==> config.mk <==
export PLATFORM = sky130hd
export DESIGN_NAME = pulse_cs_expander
export DESIGN_NICKNAME = d
export VERILOG_FILES = /design/src/rtl/psx_pkg.sv /design/src/rtl/psx_sync.sv /design/src/rtl/psx_counter.sv /design/src/rtl/psx_blanker.sv /design/src/rtl/pulse_cs_expander.sv
export SDC_FILE = /design/constraint.sdc
export NUM_CORES = 1
export LEC_CHECK = 0
export ABC_AREA = 1
export CAP_MARGIN = 20
export CORE_MARGIN = 4
export CORE_UTILIZATION = 50
export DETAILED_ROUTE_END_ITERATION = 10
export PLACE_DENSITY = 0.71
export SLEW_MARGIN = 5
export SYNTH_ARGS = -nofsm -noshare
export SYNTH_HDL_FRONTEND = slang
export SYNTH_SLANG_ARGS = --single-unit
==> constraint.sdc <==
create_clock -name clk -period 2.76 [get_ports clk]
set_input_delay 0.552 -clock clk [delete_from_list [all_inputs] [get_ports clk]]
set_output_delay 0.552 -clock clk [all_outputs]
set_load 0.03 [all_outputs]
==> src/rtl/psx_pkg.sv <==
package psx_pkg;
    typedef enum logic {
        BLK_SHOW = 1'b0,
        BLK_HOLD = 1'b1
    } blk_state_t;
endpackage

==> src/rtl/psx_sync.sv <==
module psx_sync #(
    parameter int WIDTH  = 3,
    parameter int STAGES = 2
) (
    input  logic             clk,
    input  logic             rst_n,
    input  logic [WIDTH-1:0] async_i,
    output logic [WIDTH-1:0] sync_o
);
    logic [WIDTH-1:0] chain_q [STAGES];

    generate
        for (genvar s = 0; s < STAGES; s++) begin : g_stage
            if (s == 0) begin : g_first
                always_ff @(posedge clk or negedge rst_n) begin
                    if (!rst_n) chain_q[s] <= '0;
                    else        chain_q[s] <= async_i;
                end
            end else begin : g_next
                always_ff @(posedge clk or negedge rst_n) begin
                    if (!rst_n) chain_q[s] <= '0;
                    else        chain_q[s] <= chain_q[s-1];
                end
            end
        end
    endgenerate

    assign sync_o = chain_q[STAGES-1];
endmodule

==> src/rtl/psx_counter.sv <==
module psx_counter #(
    parameter int CNT_W = 5
) (
    input  logic             clk,
    input  logic             rst_n,
    input  logic             step_i,
    input  logic             up_i,
    input  logic             clr_i,
    output logic [CNT_W-1:0] cnt_o
);
    logic [CNT_W-1:0] cnt_q;

    always_ff @(posedge clk or negedge rst_n) begin
        if (!rst_n)      cnt_q <= '0;
        else if (clr_i)  cnt_q <= '0;
        else if (step_i) cnt_q <= up_i ? cnt_q + 1'b1 : cnt_q - 1'b1;
    end

    assign cnt_o = cnt_q;
endmodule

==> src/rtl/psx_blanker.sv <==
module psx_blanker
    import psx_pkg::*;
#(
    parameter int QUIET_CYCLES = 16
) (
    input  logic clk,
    input  logic rst_n,
    input  logic trig_i,
    output logic blank_o
);
    localparam int TW = $clog2(QUIET_CYCLES + 1);
    localparam logic [TW-1:0] RELOAD = TW'(QUIET_CYCLES - 1);

    blk_state_t state_q, state_d;
    logic [TW-1:0] timer_q, timer_d;

    always_comb begin
        state_d = state_q;
        timer_d = timer_q;
        unique case (state_q)
            BLK_SHOW: begin
                if (trig_i) begin
                    state_d = BLK_HOLD;
                    timer_d = RELOAD;
                end
            end
            BLK_HOLD: begin
                if (trig_i) begin
                    timer_d = RELOAD;
                end else if (timer_q == '0) begin
                    state_d = BLK_SHOW;
                end else begin
                    timer_d = timer_q - 1'b1;
                end
            end
            default: state_d = BLK_SHOW;
        endcase
    end

    always_ff @(posedge clk or negedge rst_n) begin
        if (!rst_n) begin
            state_q <= BLK_SHOW;
            timer_q <= '0;
        end else begin
            state_q <= state_d;
            timer_q <= timer_d;
        end
    end

    always_comb begin
        blank_o = (state_q == BLK_HOLD);
    end
endmodule

==> src/rtl/pulse_cs_expander.sv <==
module pulse_cs_expander #(
    parameter int NUM_SEL      = 5,
    parameter int QUIET_CYCLES = 16,
    parameter int SYNC_STAGES  = 2,
    parameter bit COMPL_MODE   = 1'b0
) (
    input  logic               clk,
    input  logic               rst_n,
    input  logic               sel_clk_i,
    input  logic               dir_i,
    input  logic               clr_i,
    output logic [NUM_SEL-1:0] cs_n_o,
    output logic               invalid_o
);
    logic [2:0]         sync_v;
    logic               sclk_s, dir_s, clr_s;
    logic               sclk_prev_q;
    logic               step_p;
    logic               trig;
    logic               blank;
    logic [NUM_SEL-1:0] cnt_q;
    logic [NUM_SEL-1:0] shown;
    logic [NUM_SEL-1:0] code;

    psx_sync #(.WIDTH(3), .STAGES(SYNC_STAGES)) u_sync (
        .clk     (clk),
        .rst_n   (rst_n),
        .async_i ({clr_i, dir_i, sel_clk_i}),
        .sync_o  (sync_v)
    );

    assign sclk_s = sync_v[0];
    assign dir_s  = sync_v[1];
    assign clr_s  = sync_v[2];

    always_ff @(posedge clk or negedge rst_n) begin
        if (!rst_n) sclk_prev_q <= 1'b0;
        else        sclk_prev_q <= sclk_s;
    end

    assign step_p = sclk_s & ~sclk_prev_q;
    assign trig   = step_p | clr_s;

    psx_counter #(.CNT_W(NUM_SEL)) u_cnt (
        .clk    (clk),
        .rst_n  (rst_n),
        .step_i (step_p),
        .up_i   (dir_s),
        .clr_i  (clr_s),
        .cnt_o  (cnt_q)
    );

    psx_blanker #(.QUIET_CYCLES(QUIET_CYCLES)) u_blank (
        .clk     (clk),
        .rst_n   (rst_n),
        .trig_i  (trig),
        .blank_o (blank)
    );

    generate
        if (COMPL_MODE) begin : g_compl
            assign shown = cnt_q;
            assign code  = ~cnt_q;
        end else begin : g_direct
            assign shown = ~cnt_q;
            assign code  = cnt_q;
        end
    endgenerate

    always_ff @(posedge clk or negedge rst_n) begin
        if (!rst_n) begin
            cs_n_o    <= COMPL_MODE ? '0 : '1;
            invalid_o <= 1'b1;
        end else begin
            cs_n_o    <= blank ? '1 : shown;
            invalid_o <= ($countones(code) != 1);
        end
    end
endmodule

== Yosys cells after proc, flatten, opt, wreduce, memory -nomap -nowiden ==
Index checks and enable logic that the tools add are counted.
Storage, ports and cells
  word-level logic and storage cells: 38
  input port bits: 5
  output and inout bits: 6
  register bits: 24
Operators by class
  muxes and demuxes: 12
  reduce and logical (&&, ||, !) cells: 3
  bitwise gates (word level): 5
  equal/unequal tests: 3
  add/sub/neg operators: 7
Operator list (number)
  $mux 5: 7
  $pmux 5 s2: 1
  $sub 5x1->5 const B: 2
  $add 5x1->5 const B: 1
  $logic_not 5->1: 1
  $not 5->5: 1
  $add 1x1->2: 2
  $add 3x1->4: 1
  $ne 4x1->1 const B: 1
  $add 2x2->3: 1
  $mux 1: 3
  $ne 3x3->1 const B: 1
  $ne 2x2->1 const B: 1
  $not 1->1: 2
  $pmux 1 s2: 1
  $reduce_and 2->1: 1
  $reduce_bool 2->1: 1
  $and 1x1->1: 1
  $or 1x1->1: 1

== Logic depth before layout (Yosys ltp) ==
Gate-level depths: netlist (run 1).
  word-level depth: 5
  mapped depth: 8
  gate-level depth less buffers: 8

== Cells and area by module ==
A second synthesis (run 1) with hierarchy kept.
Unflattened totals
  cells, all modules: 118
  area total of the unflattened synthesis: 1128.6 um^2
Modules (own cells, without submodules)
  psx_counter: cells an instance 47, times used 1, area each 351.6 um^2, sequential area each 125.1 um^2
  pulse_cs_expander: cells an instance 25, times used 1, area each 304.0 um^2, sequential area each 182.7 um^2
  psx_blanker: cells an instance 37, times used 1, area each 300.3 um^2, sequential area each 150.1 um^2
  psx_sync: cells an instance 9, times used 1, area each 172.7 um^2, sequential area each 150.1 um^2

== Worst setup path before layout (run 1) ==
OpenSTA, ideal clock, no wires.
  path type: reg2reg
  start point: register u_cnt.cnt_q[0], in the netlist u_cnt.cnt_o[0]
  end point: register invalid_o
  period minus slack after synthesis: 2337 ps
  data required time: 2668 ps
  setup slack: 423 ps
  stages on the path, launching flop included: 6
  data arrival time: 2245 ps
  buffers on the path: 0
  setup time: 92 ps
  cells stage by stage: dfrtp_1 fa_1 ha_1 ha_1 fa_1 or3b_2
On the way
  longest elaborated chain between the ends: 4
RTL lines
  start: declaration: RTL line psx_counter.sv:11  | logic [CNT_W-1:0] cnt_q;
  start signal: assignment: RTL line psx_counter.sv:16  | else if (step_i) cnt_q <= up_i ? cnt_q + 1'b1 : cnt_q - 1'b1;
  $add 1x1->2 (not written as such): RTL line pulse_cs_expander.sv:76  | invalid_o <= ($countones(code) != 1);
  $add 2x2->3 (not written as such): RTL line pulse_cs_expander.sv:76
  $add 3x1->4 (not written as such): RTL line pulse_cs_expander.sv:76
  $ne 4x1->1: RTL line pulse_cs_expander.sv:76
  end signal: assignment: RTL line pulse_cs_expander.sv:76
  end: declaration: RTL line pulse_cs_expander.sv:13  | output logic invalid_o
Every way passes these cells.
A chain may end at the register's enable or synchronous reset.

== Worst setup path after layout (run 1) ==
Ends and elaborated chain as after synthesis.

==> out/results.ini, run 1 <==
[cells_and_area]
layout-drive-gt1-share_pct = 19.66
antennaDiodeCount = 0
seq_area_um2 = 608.1
n_fill_cell = 171
finalNonFillerCells = 144
multiInputGateArea_um2 = 435.4
final_cell_area_mm2 = 0.001266
nNetsFinal = 132
syn_to_final_growth_pct = 13.07

[drt]
drc = 0
wl_per_cell_um = 11.78
drtIter0Drc = 17
via_per_inst = 5.160
ant_nets = 0
vias = 743
drt-pass1-iter-count = 4
wirelength_um = 1696

[synth]
synth_seq_area_share_pct = 54.30
synth_edf_count = 0
ys.flop_type = dfrtp_1
yosysTopAreaCell = dfrtp_1
avgSynthCellArea_um2 = 10.77
synth_most_common_cell = nand2_1
synth_common_cells = nand2_1, dfrtp_1, nand3_1
yosysWarnings = 0
synth-seq-cells = 24
ys_async_sr_fraction_pct = 100.0
synth_cells = 104
ys_types = 24
synth_top_area_share_pct = 40.22
ys_top_cells_by_area = dfrtp_1, dfstp_2, nand2_1, ha_1, fa_1
syn_nets = 118
syn_area_mm2 = 0.001120

[timing]
fin_crit_ps = 2430
final.period_utilization_pct = 88.03
setup_tns_ps = 0
grt_setup_unrepaired = false
report.final.slew_viol_count = 0
setup_violations = 0
fmax_mhz = 411.6
tightest_slew_ps = 340.4
slew_headroom_pct = 77.25
finalHoldViolCount = 0
fin_skew_ps = 6.410

[clock_tree]
cts_tree = done
numCtsBuffers = 3
numClockSinks = 24
htreeDepth = 1
cts_resized = 0
clk_pin_slew_worst_paths_ps = 130
worstSkewPairLatency_ps = 320
ctsLongestPathBuffers = 2
postCtsSetupBuffers = 0
root_buffer = clkbuf_4
ctsHoldBuffers = 0

[floorplanning]
placementRows = 16
start_util_pct = 54.84
die-width_um = 55.33
die_area_mm2 = 0.003061
die_y_um = 55.33
fp.coreArea_mm2 = 0.002042
io-pin-count = 11

[critical_path]
crit_path_end_kind = flip-flop
crit_fanout = 6
critPathRequiredTime_ps = 3010
startpoint_type = flip-flop
worstPathArrival_ps = 2680
path_class = flip-flop to flip-flop

[placed_design]
postPlaceCellArea_mm2 = 0.001230
gp_congestion = 0.8074
port_buffers = 10
placed_cells = 140
hpwl_um = 1246

[grt]
grt_use_total_pct = 12.38
grt_start_max_net_pins = 25
grt_pass1_vias = 717
gr-total-overflow = 0
grt_pass1_wl_um = 3008
antenna_found_initial = 0

[power]
peakVddDrop_mv = 0.3889
leakage_nw = 0.6023
power-per-cell-area_mw_per_mm2 = 532.0

[hold_path]
hold_path_class = flip-flop to flip-flop

[run_status]
status = finished, final reports clean

[job]
max_cap_violations = 0

[layout by cell type, fill, tap and decap left out, types with 2 or more instances in the layout]
master            n
a21oi_1           2
clkbuf_4          3
clkdlybuf4s50_1  10
dfrtp_1          18
dfstp_2           6
fa_1              3
ha_1              6
inv_1            10
inv_2             2
nand2_1          25
nand2_2           3
nand3_1          11
nor2_1            2
nor2_2            2
o21ai_1           3
[layout make-up]
| class | count | share of cell area [%] |
|---|---|---|
| sequential | 24 | 48.02 |
| timing repair buffer | 11 | 8.498 |
| tap | 27 | 2.668 |
| multi-input combinational | 66 | 34.39 |
| inverter | 12 | 3.557 |
| clock buffer | 4 | 2.866 |
[cells by family after synthesis]
logic type / share of synthesized area, %
xor+xnor: 0.7823
compound gates: 6.369
fa+ha+maj: 12.07
simple gates: 19.67
buf+inv: 6.816
flops: 54.30
[where the power goes]
group | internal [W] | switching [W]
registers | 0.000374 | 0.0000143
clock network | 0.0000807 | 0.000106
logic | 0.0000441 | 0.0000546
[critical path, stage by stage (launching register included)]
cell     delay, ps
dfrtp_1        490
fa_1           560
ha_1           220
ha_1           190
fa_1           420
or3b_2         470
[per-layer routing]
metal / GRT usage [%] / part of all wire [%]
met2: 20.61 / 47
met1: 14.78 / 46
met4: 6.250 / 2.5
met5: 0 / 0
met3: 3.030 / 4.4
[flip-flops by register name (all words and copies together) (netlist names)]
signal and flops:
sclk_prev_q 1, u_blank.blank_o 1, invalid_o 1, u_cnt.cnt_o 5
u_blank.timer_q 5, cs_n_o 5, u_sync.chain_q 3, u_sync.sync_o 3
[path summary, 6_finish.rpt]
check                                  start                to  slack (ps)  cells after the start
setup / recovery              u_cnt.cnt_o[0]         invalid_o         330                      5
hold / removal             u_sync.chain_q[3]  u_sync.sync_o[0]         360                      0
setup reg to reg              u_cnt.cnt_o[0]         invalid_o         330                      5
hold reg to reg            u_sync.chain_q[3]  u_sync.sync_o[0]         360                      0
max in group asynchronous              rst_n         cs_n_o[2]        1910                      2
min in group asynchronous              rst_n    u_cnt.cnt_o[3]         570                      2
[stage by stage]
step	power (W)	setup slack [ps]	hold WS, ps	utilization [%]
6_report	0.0006736	330.4	363.8	62.01
5_1_grt	0.0007104	227.9	374.8	62.01
4_1_cts	0.0006785	317.5	367.1	62.01
3_5_place_dp	0.0004955	318.0	337.3	60.23
3_3_place_gp	0.0004910	385.0	334.5	60.23
2_1_floorplan	0.0004591	423.2	256.4	-
(Power assumes the default switching activity.)
==> run 2, diff against run 1 <==
--- a/config.mk
+++ b/config.mk
@@ -6,7 +6,7 @@
 export NUM_CORES = 1
 export LEC_CHECK = 0
 export ABC_AREA = 1
-export CAP_MARGIN = 20
+export CAP_MARGIN = 40
 export CORE_MARGIN = 4
 export CORE_UTILIZATION = 50
 export DETAILED_ROUTE_END_ITERATION = 10
==> results of run 2 <==
Final layout, timing and power as in run 1 (identical DEF).
